File: src/rtl/mag_result_guard.sv
module mag_result_guard #(
  parameter int IN_W    = 18,
  parameter int AXIS_W  = 16,
  parameter int SAT_LIM = 32752
) (
  input  logic              clk,
  input  logic              rst_n,
  input  logic              cont_mode,
  input  logic              sample_vld,
  input  logic [IN_W-1:0]   sample_x,
  input  logic [IN_W-1:0]   sample_y,
  input  logic [IN_W-1:0]   sample_z,
  input  logic              sample_ovf,
  input  logic              rd_data,
  input  logic              rd_stat1,
  input  logic              rd_stat2,
  output logic [AXIS_W-1:0] x_out,
  output logic [AXIS_W-1:0] y_out,
  output logic [AXIS_W-1:0] z_out,
  output logic [7:0]        stat1,
  output logic [7:0]        stat2
);

  localparam logic signed [IN_W-1:0]   HI_IN  = IN_W'(SAT_LIM);
  localparam logic signed [IN_W-1:0]   LO_IN  = IN_W'(-SAT_LIM);
  localparam logic        [AXIS_W-1:0] HI_OUT = AXIS_W'(SAT_LIM);
  localparam logic        [AXIS_W-1:0] LO_OUT = AXIS_W'(-SAT_LIM);

  function automatic logic [AXIS_W-1:0] clamp(input logic [IN_W-1:0] raw);
    logic signed [IN_W-1:0] v;
    v = $signed(raw);
    if (v > HI_IN)      return HI_OUT;
    else if (v < LO_IN) return LO_OUT;
    else                return raw[AXIS_W-1:0];
  endfunction

  logic              lock_q, pend_v, drdy, dor, hofl;
  logic [AXIS_W-1:0] pend_x, pend_y, pend_z;
  logic              pend_ovf;

  wire rd_clr    = rd_data | rd_stat2;
  wire lock_open = lock_q & ~rd_stat2;
  wire take_now  = sample_vld & ~lock_open;
  wire take_pend = lock_q & rd_stat2 & pend_v & ~sample_vld;
  wire to_shadow = sample_vld & lock_open;
  wire skip      = cont_mode & ((take_now & drdy & ~rd_clr) | (sample_vld & lock_q & pend_v));

  wire unused_ok = rd_stat1;

  always_ff @(posedge clk) begin
    if (!rst_n) begin
      lock_q   <= 1'b0;
      pend_v   <= 1'b0;
      pend_x   <= '0;
      pend_y   <= '0;
      pend_z   <= '0;
      pend_ovf <= 1'b0;
      x_out    <= '0;
      y_out    <= '0;
      z_out    <= '0;
      hofl     <= 1'b0;
      drdy     <= 1'b0;
      dor      <= 1'b0;
    end else begin
      lock_q <= cont_mode & ~rd_stat2 & (lock_q | rd_data);
      pend_v <= cont_mode & (to_shadow | (pend_v & lock_open));
      if (to_shadow) begin
        pend_x   <= clamp(sample_x);
        pend_y   <= clamp(sample_y);
        pend_z   <= clamp(sample_z);
        pend_ovf <= sample_ovf;
      end
      if (take_now) begin
        x_out <= clamp(sample_x);
        y_out <= clamp(sample_y);
        z_out <= clamp(sample_z);
        hofl  <= sample_ovf;
      end else if (take_pend) begin
        x_out <= pend_x;
        y_out <= pend_y;
        z_out <= pend_z;
        hofl  <= pend_ovf;
      end
      drdy <= take_now | take_pend | (drdy & ~rd_clr);
      dor  <= skip | (dor & ~rd_clr);
    end
  end

  assign stat1 = {6'b0, dor, drdy};
  assign stat2 = {4'b0, hofl, 3'b100};

endmodule

File: config.mk
export PLATFORM = sky130hd
export DESIGN_NAME = mag_result_guard
export DESIGN_NICKNAME = d
export VERILOG_FILES = /design/src/rtl/mag_result_guard.sv
export SDC_FILE = /design/constraint.sdc
export NUM_CORES = 1
export LEC_CHECK = 0
export BUFFER_PORTS_ARGS = -buffer_cell sky130_fd_sc_hd__buf_2
export CAP_MARGIN = 15
export CORE_ASPECT_RATIO = 1.75
export CORE_UTILIZATION = 58
export CTS_BUF_LIST = sky130_fd_sc_hd__clkbuf_8
export DETAILED_ROUTE_END_ITERATION = 8
export PLACE_DENSITY = 0.95
export SYNTH_ARGS = -nofsm -noshare
export SYNTH_HDL_FRONTEND = slang
export SYNTH_SLANG_ARGS = --single-unit
File: constraint.sdc
create_clock -name clk -period 2.55 [get_ports clk]
set_input_delay 0.255 -clock clk [delete_from_list [all_inputs] [get_ports clk]]
set_output_delay 0.255 -clock clk [all_outputs]
set_load 0.02 [all_outputs]
# Word level (Yosys, flattened, before mapping)
# Index checks and enable logic that the tools add are counted.
# op_classes
n_lt_le_gt_ge,6
muxes,14
bitwise_logic,28
reduce_logical,1
# op_table
operator,n
$mux W16,12
$gt A18 B16 Y1 const B,3
$lt A18 B16 Y1 const B,3
$and A1 B1 Y1,17
$or A1 B1 Y1,7
$not A1 Y1,4
$mux W1,2
$reduce_bool A2 Y1,1
# word_totals
register_bits,102
input_bits,62
output_inout_bits,64
elab_cells,61

# Logic depth before layout (Yosys ltp)
# Gate-level depths: netlist of run 1.
# logic_depth
word_depth,9
ltp_mapped,7

# Least setup slack after synthesis of run 1
# No wires, ideal clock.
# synth_timing
kind,input -> register
from,input sample_z[15]
to,register pend_z[10]
setup_ns,0.137
arrival_time_ns,1.488
t_required_ns,2.413
slack_ns,0.925
stages,6
path_cell_list,nand4b_1 > nor3_2 > mux2i_1 > clkbuf_1 > clkbuf_1 > a31oi_1
# synth_via
elab_chain_cells,3
elab_cells_between_ends,4
classes_between,order compare (2); mux (2)
# synth_rtl
element,line,text
"start, declared",12,"input logic [IN_W-1:0] sample_z,"
$lt A18 B16 Y1,33,else if (v < LO_IN) return LO_OUT;
$mux W16,33,
$mux W16 (*),32,if (v > HI_IN) return HI_OUT;
"end signal, assigned",70,pend_z <= clamp(sample_z);
"end, declared",38,"logic [AXIS_W-1:0] pend_x, pend_y, pend_z;"
# Mark *: on every way between the ends. The rest lies on a longest branch, timed or not.
# A chain may end at the register's enable or synchronous reset.

# Worst setup path in the final report of run 1
# layout_timing
from,register lock_q
to,register pend_x[12]
# layout_via
elab_chain_cells,2
# layout_rtl
element,line,text
"start, declared",37,"logic lock_q, pend_v, drdy, dor, hofl;"
"start signal, assigned",65,lock_q <= cont_mode & ~rd_stat2 & (lock_q | rd_data);
$and A1 B1 Y1,42,wire lock_open = lock_q & ~rd_stat2;
$and A1 B1 Y1,45,wire to_shadow = sample_vld & lock_open;
"end signal, assigned",68,pend_x <= clamp(sample_x);
"end, declared",38,
# Every way passes these cells.

==> results of run 1 <==
[flip-flops by register name (all words and copies together) (netlist names)]
| name | cells |
|---|---|
| pend_z | 16 |
| pend_ovf | 1 |
| pend_v | 1 |
| x_out | 16 |
| y_out | 16 |
| lock_q | 1 |
| z_out | 16 |
| pend_x | 16 |
| hofl | 1 |
| dor | 1 |
| drdy | 1 |
| pend_y | 16 |
[cells in the mapped netlist (2+ instances only)]
cell	count	area [sq um]
dfxtp_1	102	2042
o21ai_0	57	285.3
nor2_1	48	180.2
nand2_1	46	172.7
a21oi_1	35	175.2
nand3_1	26	130.1
clkbuf_1	25	93.84
nor3_1	24	120.1
a31oi_1	17	106.4
buf_4	17	127.6
o221ai_1	14	122.6
buf_2	13	65.06
nor4_1	13	81.33
nand4_1	11	68.82
a221o_1	9	90.09
o211ai_1	9	67.56
or3_1	8	50.05
a2111oi_0	5	43.79
a22o_1	4	35.03
and2_1	4	25.02
a221oi_1	3	26.28
buf_6	3	33.78
inv_1	3	11.26
nor4b_1	3	26.28
o221a_2	3	33.78
a32oi_1	2	17.52
and3_1	2	12.51
conb_1	2	7.510
nand2b_1	2	12.51
o21ai_1	2	10.01
o31ai_1	2	15.01
o32ai_1	2	17.52
or2_2	2	12.51
[area by class of cell]
| cell class | count | area [sq um] |
|---|---|---|
| Fill cell | 605 | 2300 |
| Multi-Input combinational cell | 382 | 2162 |
| Sequential cell | 102 | 2042 |
| Inverter | 4 | 15.01 |
| Clock inverter | 5 | 81.33 |
| Tap cell | 88 | 110.1 |
| Clock buffer | 11 | 151.4 |
| Timing Repair Buffer | 124 | 653.1 |
[logic make-up (layout without fill, tap and decap cells)]
| kind of cell | Yosys count | count (layout) |
|---|---|---|
| AND/OR/NAND/NOR | 195 | 195 |
| other | 2 | 13 |
| buffers and inverters | 62 | 144 |
| flip-flops | 102 | 102 |
| multiplexers | 1 | 1 |
| AO/OA/AOI/OAI | 173 | 173 |
[per-stage QoR]
stage                       util  hold WS (ps)  instances
after CTS                 0.6940         65.36        716
after global routing      0.6940         83.35        716
after detailed placement  0.6630         436.7        700
after global placement    0.6630         420.7        700
final                     0.6940         85.78        716
after floorplan                -         333.1        546
[path summary, 6_finish.rpt]
path | to | slack [ps] | cells past startpoint
max | pend_x[12] | 550 | 4
min | lock_q | 90 | 2
max reg2reg | pend_x[12] | 550 | 4
min reg2reg | pend_x[7] | 450 | 2
[critical path: stages (launching register included)]
cell	delay, ps
dfxtp_1	360
nand2b_1	370
nor2_2	140
nor2_1	770
a221o_1	290
[routing by layer]
layer  track usage  wire [microns]
met1        0.3894            4752
met2        0.5368            6669
met3       0.07432            1059
met4        0.1940             623
met5             0               0
[power groups by stage]
stage               Sequential, mW  Combinational [mW]  Clock [mW]
floorplan                     1.78               0.257           0
global placement              1.72               0.485           0
detailed placement            1.72               0.500           0
CTS                           1.69               0.503        1.16
global route                  1.70               0.553        1.22
finish                        1.69               0.512        1.16
==> results.cfg, run 1 <==
[route]
routed_wl_microns = 13110
vias = 4759
routed_via_density = 6.647
dr.pass1.iters = 5
drt_iter0_markers = 537
wl_per_cell_microns = 18.30
drc = 0
final_antenna_net_count = 0

[place]
gp_congestion = 0.8984
dp_hpwl_microns = 8998
post-place-ws_ps = 514.6
port_buffers = 111
placed_area_sq_um = 4982

[timing]
relSlewSlack = 0.3396
max_freq_mhz = 500.3
setup_violations = 0
min_period_ps = 1999
worst_slack_ps = 551.3
rsz0062_at_grt = no
period_share = 0.7838
worst_slew_pin_slew_ps = 987.0
skew_ps = 10.43
tns_ps = 0
drv_slew = 0
hold_violations = 0

[flow_run]
max_cap_violations = 0

[cts]
clockBufferDepth = 2
clkTransAtPathRegs_ps = 90
cts_sinks = 102
cts_max_level = 3
clockRootBuffer = clkbuf_8
cts-resized-gates = 0
cts_tree = done
post-cts-setup-buffers = 0
clk_latency_ps = 380
hold_buffers = 0
numCtsBuffers = 9

[pwr]
p_switching_mw = 0.9340
pwr-share-comb = 0.152
finalPower_mw = 3.362
ir_worst_vdd_uv = 538.4
pwr-share-seq = 0.502
netSwitchingFraction = 0.2778
p_per_area_nw_per_um2 = 644.6
power_frac_clock = 0.345
internal-power_mw = 2.428
p_leak_nw = 2.146

[floorplanning]
start_util = 0.5962
ioPinCount = 126
fp.dieArea_sq_um = 8094
placementRows = 42
core_area_sq_um = 7515
die_h_microns = 118.3
die_x_microns = 68.44

[critical_path]
worstSetupPathType = flop to flop
crit_path_end_kind = flop
critical_path.startpoint = lock_q
critPathArrivalTime_ps = 2310
cp.required_ps = 2860
r2r_start = lock_q
worstPathMaxFanout = 14
start_kind = flop

[cells_and_area]
drive_gt1_frac = 0.2468
final_area_sq_um = 5215
nets = 685
area_delta_synth_final_pct = 16.39
final_cell_mix = buf_2 (111), dfxtp_1 (102), o21ai_0 (57)
final_common_cell = buf_2
diodes = 0

[yosys]
synth-adder-area-share = 0
synthCells = 535
synth_xor_area_frac = 0
yosys.area_share.simple = 0.2131
ys_async_sr_fraction = 0
ys.flop_type = dfxtp_1
synth-warning-count = 0
netlist_area_sq_um = 4481
seq_area_frac_synth = 0.4557
yosysUniqueCellTypes = 50
post_synth.cell_area_avg_sq_um = 8.375
synth_top_family_by_area = compound AO/OA/AOI/OAI gates
synth_compound_area_frac = 0.2524
synthMuxAreaShare = 0.002234
ys_ff_latch = 102
synth_edf_count = 0

[global_route]
grt_pass1_wl_microns = 20530
grt_usage = 0.3338
antenna_found_initial = 0
grt_max_degree = 29
overflow = 0
first_global_vias = 4406

[worst_hold_path]
hp-class = input port to flop
min-delay-start = rd_stat2

[status]
status = finished, final reports clean
(Power assumes the default switching activity.)
==> run 2, diff against run 1 <==
ABC_AREA = 1   (was not set)
CORE_UTILIZATION = 50   (was 58)
PLACE_DENSITY = 0.88   (was 0.95)
clock period = 1.6 ns   (was 2.55 ns; I/O delays follow)
==> results.cfg, run 2 <==
[floorplanning]
core_area_sq_um = 9970
placementRows = 48
ioPinCount = 126
fp.dieArea_sq_um = 10760
die_h_microns = 136.5
start_util = 0.5181
die_x_microns = 78.83

[cts]
cts_max_level = 3
clockRootBuffer = clkbuf_8
numCtsBuffers = 9
cts-resized-gates = 0
hold_buffers = 0
cts_sinks = 102
cts_tree = done
clockBufferDepth = 2
post-cts-setup-buffers = 0
clkTransAtPathRegs_ps = 100
clk_latency_ps = 370

[place]
post-place-ws_ps = 169.8
gp_congestion = 0.8938
port_buffers = 111
dp_hpwl_microns = 9438

[route]
drc = 0
drt_iter0_markers = 258
final_antenna_net_count = 0
wl_per_cell_microns = 13.83
vias = 5236
routed_via_density = 5.332
dr.pass1.iters = 6
routed_wl_microns = 13580

[timing]
relSlewSlack = 0.6304
tns_ps = 0
hold_violations = 0
rsz0062_at_grt = no
drv_slew = 0
period_share = 0.8743
max_freq_mhz = 714.9
skew_ps = 4.377
min_period_ps = 1399
worst_slew_pin_slew_ps = 553.6
setup_violations = 0
worst_slack_ps = 201.2

[cells_and_area]
final_cell_mix = nand2_1 (156), buf_2 (111), dfxtp_1 (102)
nets = 914
diodes = 0
fillers = 917
final_common_cell = nand2_1
drive_gt1_frac = 0.1832
area_delta_synth_final_pct = 16.33

[critical_path]
start_kind = flop
crit_path_end_kind = flop
path_buf_inv = 2
worstSetupPathType = flop to flop
cp_top_family = simple AND/OR/NAND/NOR gates
crit_chain = nand2_2, nand2_2, nand2_2, buf_12, o21ai_0, a31oi_1, nand2_1, inv_1
cp_common_cell = nand2_2
cp.required_ps = 1890
worstPathMaxFanout = 49
cpMaxStageDelayCell = dfxtp_1
critPathArrivalTime_ps = 1680
slowest_delay_ps = 400

[yosys]
yosysTopAreaCellShare = 0.3953
synth_edf_count = 0
yosys.area_share.simple = 0.2444
synth_xor_area_frac = 0
yosysUniqueCellTypes = 31
synth-warning-count = 0
netlist_area_sq_um = 5165
yosysMostFrequentCell = nand2_1
seq_area_frac_synth = 0.3953
ys_top_cells_by_count = nand2_1 (156), dfxtp_1 (102), inv_1 (98)
synth_area_leader_cell = dfxtp_1
synth_top_family_by_area = simple AND/OR/NAND/NOR gates
ys.flop_type = dfxtp_1
synthCells = 765
synth_area_leaders = dfxtp_1 (40%), nand2_1 (11%), o21ai_0 (7.2%)
synth-adder-area-share = 0
synth_compound_area_frac = 0.2054
post_synth.cell_area_avg_sq_um = 6.752
ys_ff_latch = 102
synthMuxAreaShare = 0
ys_async_sr_fraction = 0

[global_route]
overflow = 0
grt_usage = 0.2609
grt_max_degree = 50
antenna_found_initial = 0
grt_pass1_wl_microns = 21980
first_global_vias = 4883

[pwr]
ir_worst_vdd_uv = 593.0
p_leak_nw = 3.038
p_per_area_nw_per_um2 = 962.8

[status]
status = finished, final reports clean

[flow_run]
max_cap_violations = 0

[worst_hold_path]
hp-class = input port to flop
run 2: cell types whose count changed after synthesis, sizes merged, moves of 12 or more:
cell	change
a21oi	+31
buf	+19
inv	+97
nand2	+113
nand3	+43
nor2	+19
nor3	-24
nor4	-12
o21ai	+17
o221ai	-12
run 2: final cells by class:
cell class                      instances  area [sq um]  area share
Tap cell                              125         156.4     0.02603
Clock inverter                          6         132.6     0.02207
Sequential cell                       102          2042      0.3399
Timing Repair Buffer                  132         788.3      0.1312
Multi-Input combinational cell        506          2372      0.3948
Inverter                              101         379.1     0.06310
Clock buffer                           10         137.6     0.02291
run 2: logic make-up after synthesis:
logic type / Yosys count
AND/OR/NAND/NOR: 302
AO/OA/AOI/OAI: 191
buffers and inverters: 168
flip-flops: 102
other: 2
run 2: path summary, 6_finish.rpt:
path	startpoint	end	slack, ps	cells past startpoint
max	lock_q	x_out[5]	200	8
min	rd_stat2	lock_q	20	2
max reg2reg	lock_q	x_out[5]	200	8
min reg2reg	pend_ovf	pend_ovf	470	2
run 2: through the flow:
step | power [mW] | utilization | area [sq um] | std cells | hold slack [ps]
floorplan | 3.388 | - | 5206 | 776 | 238.3
global placement | 3.677 | 0.5756 | 5738 | 966 | 399.2
detailed placement | 3.693 | 0.5756 | 5738 | 966 | 407.3
CTS | 5.784 | 0.6027 | 6008 | 982 | 5.758
global route | 6.012 | 0.6027 | 6008 | 982 | 19.17
finish | 5.785 | 0.6027 | 6008 | 982 | 23.93
run 2: worst register-to-register path: cells and delay by family (launching register included):
family,cells,cell delay [ps]
AND/OR/NAND/NOR,4,430
flip-flops,1,400
AO/OA/AOI/OAI,2,260
buffers and inverters,2,220
run 2: routing by layer:
| layer | share of wire | track usage | vias to the layer above |
|---|---|---|---|
| li1 | - | - | 2616 |
| met1 | 0.39 | 0.2815 | 2377 |
| met2 | 0.51 | 0.4570 | 199 |
| met3 | 0.057 | 0.05168 | 44 |
| met4 | 0.047 | 0.1687 | 0 |
| met5 | 0 | 0 | - |
run 2: power breakdown:
part,internal [mW],switching [mW]
Clock,1.24,0.900
Sequential,2.64,0.0513
Combinational,0.321,0.632
Total,4.20,1.58
==> run 3, diff against run 2 <==
CORE_UTILIZATION = 40   (was 50)
PLACE_DENSITY = 0.75   (was 0.88)
==> results.cfg, run 3 (synthesized netlist as in run 2, its figures left out) <==
[place]
port_buffers = 111
dp_cells = 1008
dp_hpwl_microns = 9580
gp_congestion = 0.9086

[global_route]
gr-usage-met3 = 0.03954
overflow = 0
grt_pass1_wl_microns = 21990
first_global_vias = 4675
grt-busiest-layer = met2
grt_usage = 0.2096
grt_util_met2 = 0.3618
grt_max_degree = 57
gr-usage-met1 = 0.2362
antenna_found_initial = 0

[floorplanning]
die_x_microns = 87.90
die_h_microns = 152.3
ioPinCount = 126
start_util = 0.4132
fp.dieArea_sq_um = 13390
core_area_sq_um = 12500
placementRows = 54

[pwr]
p_per_area_nw_per_um2 = 953.7
p_leak_nw = 3.027
ir_worst_vdd_uv = 492.6

[cells_and_area]
nets = 913
fin_cells = 1024
drive_gt1_frac = 0.1822
final_cell_mix = nand2_1 (156), buf_2 (111), dfxtp_1 (102)
diodes = 0
final_common_cell = nand2_1
area_delta_synth_final_pct = 16.93

[cts]
numCtsBuffers = 9
clk_latency_ps = 370
clockRootBuffer = clkbuf_8
clkTransAtPathRegs_ps = 100
post-cts-setup-buffers = 0
cts_max_level = 3
cts_sinks = 102
clockBufferDepth = 2
cts_tree = done

[critical_path]
critPathArrivalTime_ps = 1710
cp.required_ps = 1870
r2r_start = lock_q
critical_path.startpoint = lock_q
crit_path_end_kind = flop
r2r_cells = 8
start_kind = flop
worstSetupPathType = flop to flop
worstPathMaxFanout = 56

[timing]
worst_hold_slack_ps = 22.60
hold_violations = 0
worst_slew_pin_slew_ps = 558.0
drv_slew = 0
rsz0062_at_grt = no
setup_violations = 0
period_share = 0.8996
skew_ps = 8.446
max_freq_mhz = 694.8
relSlewSlack = 0.6275
min_period_ps = 1439
tns_ps = 0

[route]
final_antenna_net_count = 0
routed_wl_microns = 13530
drc = 0
dr.pass1.iters = 4
vias = 5124
drt_iter0_markers = 279
routed_via_density = 5.004
wl_per_cell_microns = 13.21

[flow_run]
max_cap_violations = 0

[status]
status = finished, final reports clean

[worst_hold_path]
hold_depth = 2
min-delay-start = rd_stat2
hp-class = input port to flop
run 3: changes by cell type in the layout (fill, tap and decap cells not counted), sizes merged:
cell | before | now
buf | 132 | 131
run 3: path summary, 6_finish.rpt:
check        slack [ps]        end
max                 160  x_out[10]
min                  20     lock_q
max reg2reg         160  x_out[10]
min reg2reg         470        dor
run 3: through the flow:
stage / total power [mW] / area [sq um] / setup slack, ps / util
3_5_place_dp: 3.690 / 5759 / 113.9 / 0.4608
4_1_cts: 5.812 / 6030 / 95.30 / 0.4824
5_1_grt: 6.046 / 6040 / 17.78 / 0.4832
2_1_floorplan: 3.388 / 5206 / 380.9 / -
6_report: 5.760 / 6040 / 160.7 / 0.4832
3_3_place_gp: 3.679 / 5759 / 175.4 / 0.4608
run 3: metal layers:
| layer | part of all wire | up-vias |
|---|---|---|
| li1 | - | 2615 |
| met1 | 0.39 | 2316 |
| met2 | 0.52 | 158 |
| met3 | 0.048 | 35 |
| met4 | 0.036 | 0 |
| met5 | 0 | - |
run 3: cell type report:
type / count / area, sq um
Inverter: 101 / 379.1
Fill cell: 1256 / 6460
Tap cell: 168 / 210.2
Clock buffer: 10 / 137.6
Sequential cell: 102 / 2042
Multi-Input combinational cell: 506 / 2382
Clock inverter: 6 / 132.6
Timing Repair Buffer: 131 / 755.7
run 3: worst max-delay path, cell delays in order (launching register included):
cell	delay (ps)
dfxtp_1	410
nand2_2	120
nand2_4	140
nand2_4	80
buf_12	190
o21ai_0	210
a31oi_1	60
nand2_1	80
inv_1	40
run 3: timing repair:
| item | in CTS | in global routing |
|---|---|---|
| hold buffers | 0 | 0 |
| endpoints found under the hold margin | 0 | 0 |
| setup endpoints to repair | 0 | 12 |
| resized for setup | 0 | 2 |
run 3: power breakdown:
group          switching (mW)  total [mW]  internal [mW]  leakage [nW]
Clock                   0.889        2.13           1.24         0.132
Combinational           0.625       0.940          0.315          2.06
Sequential             0.0511        2.69           2.64         0.833
Total                    1.56        5.76           4.19          3.03
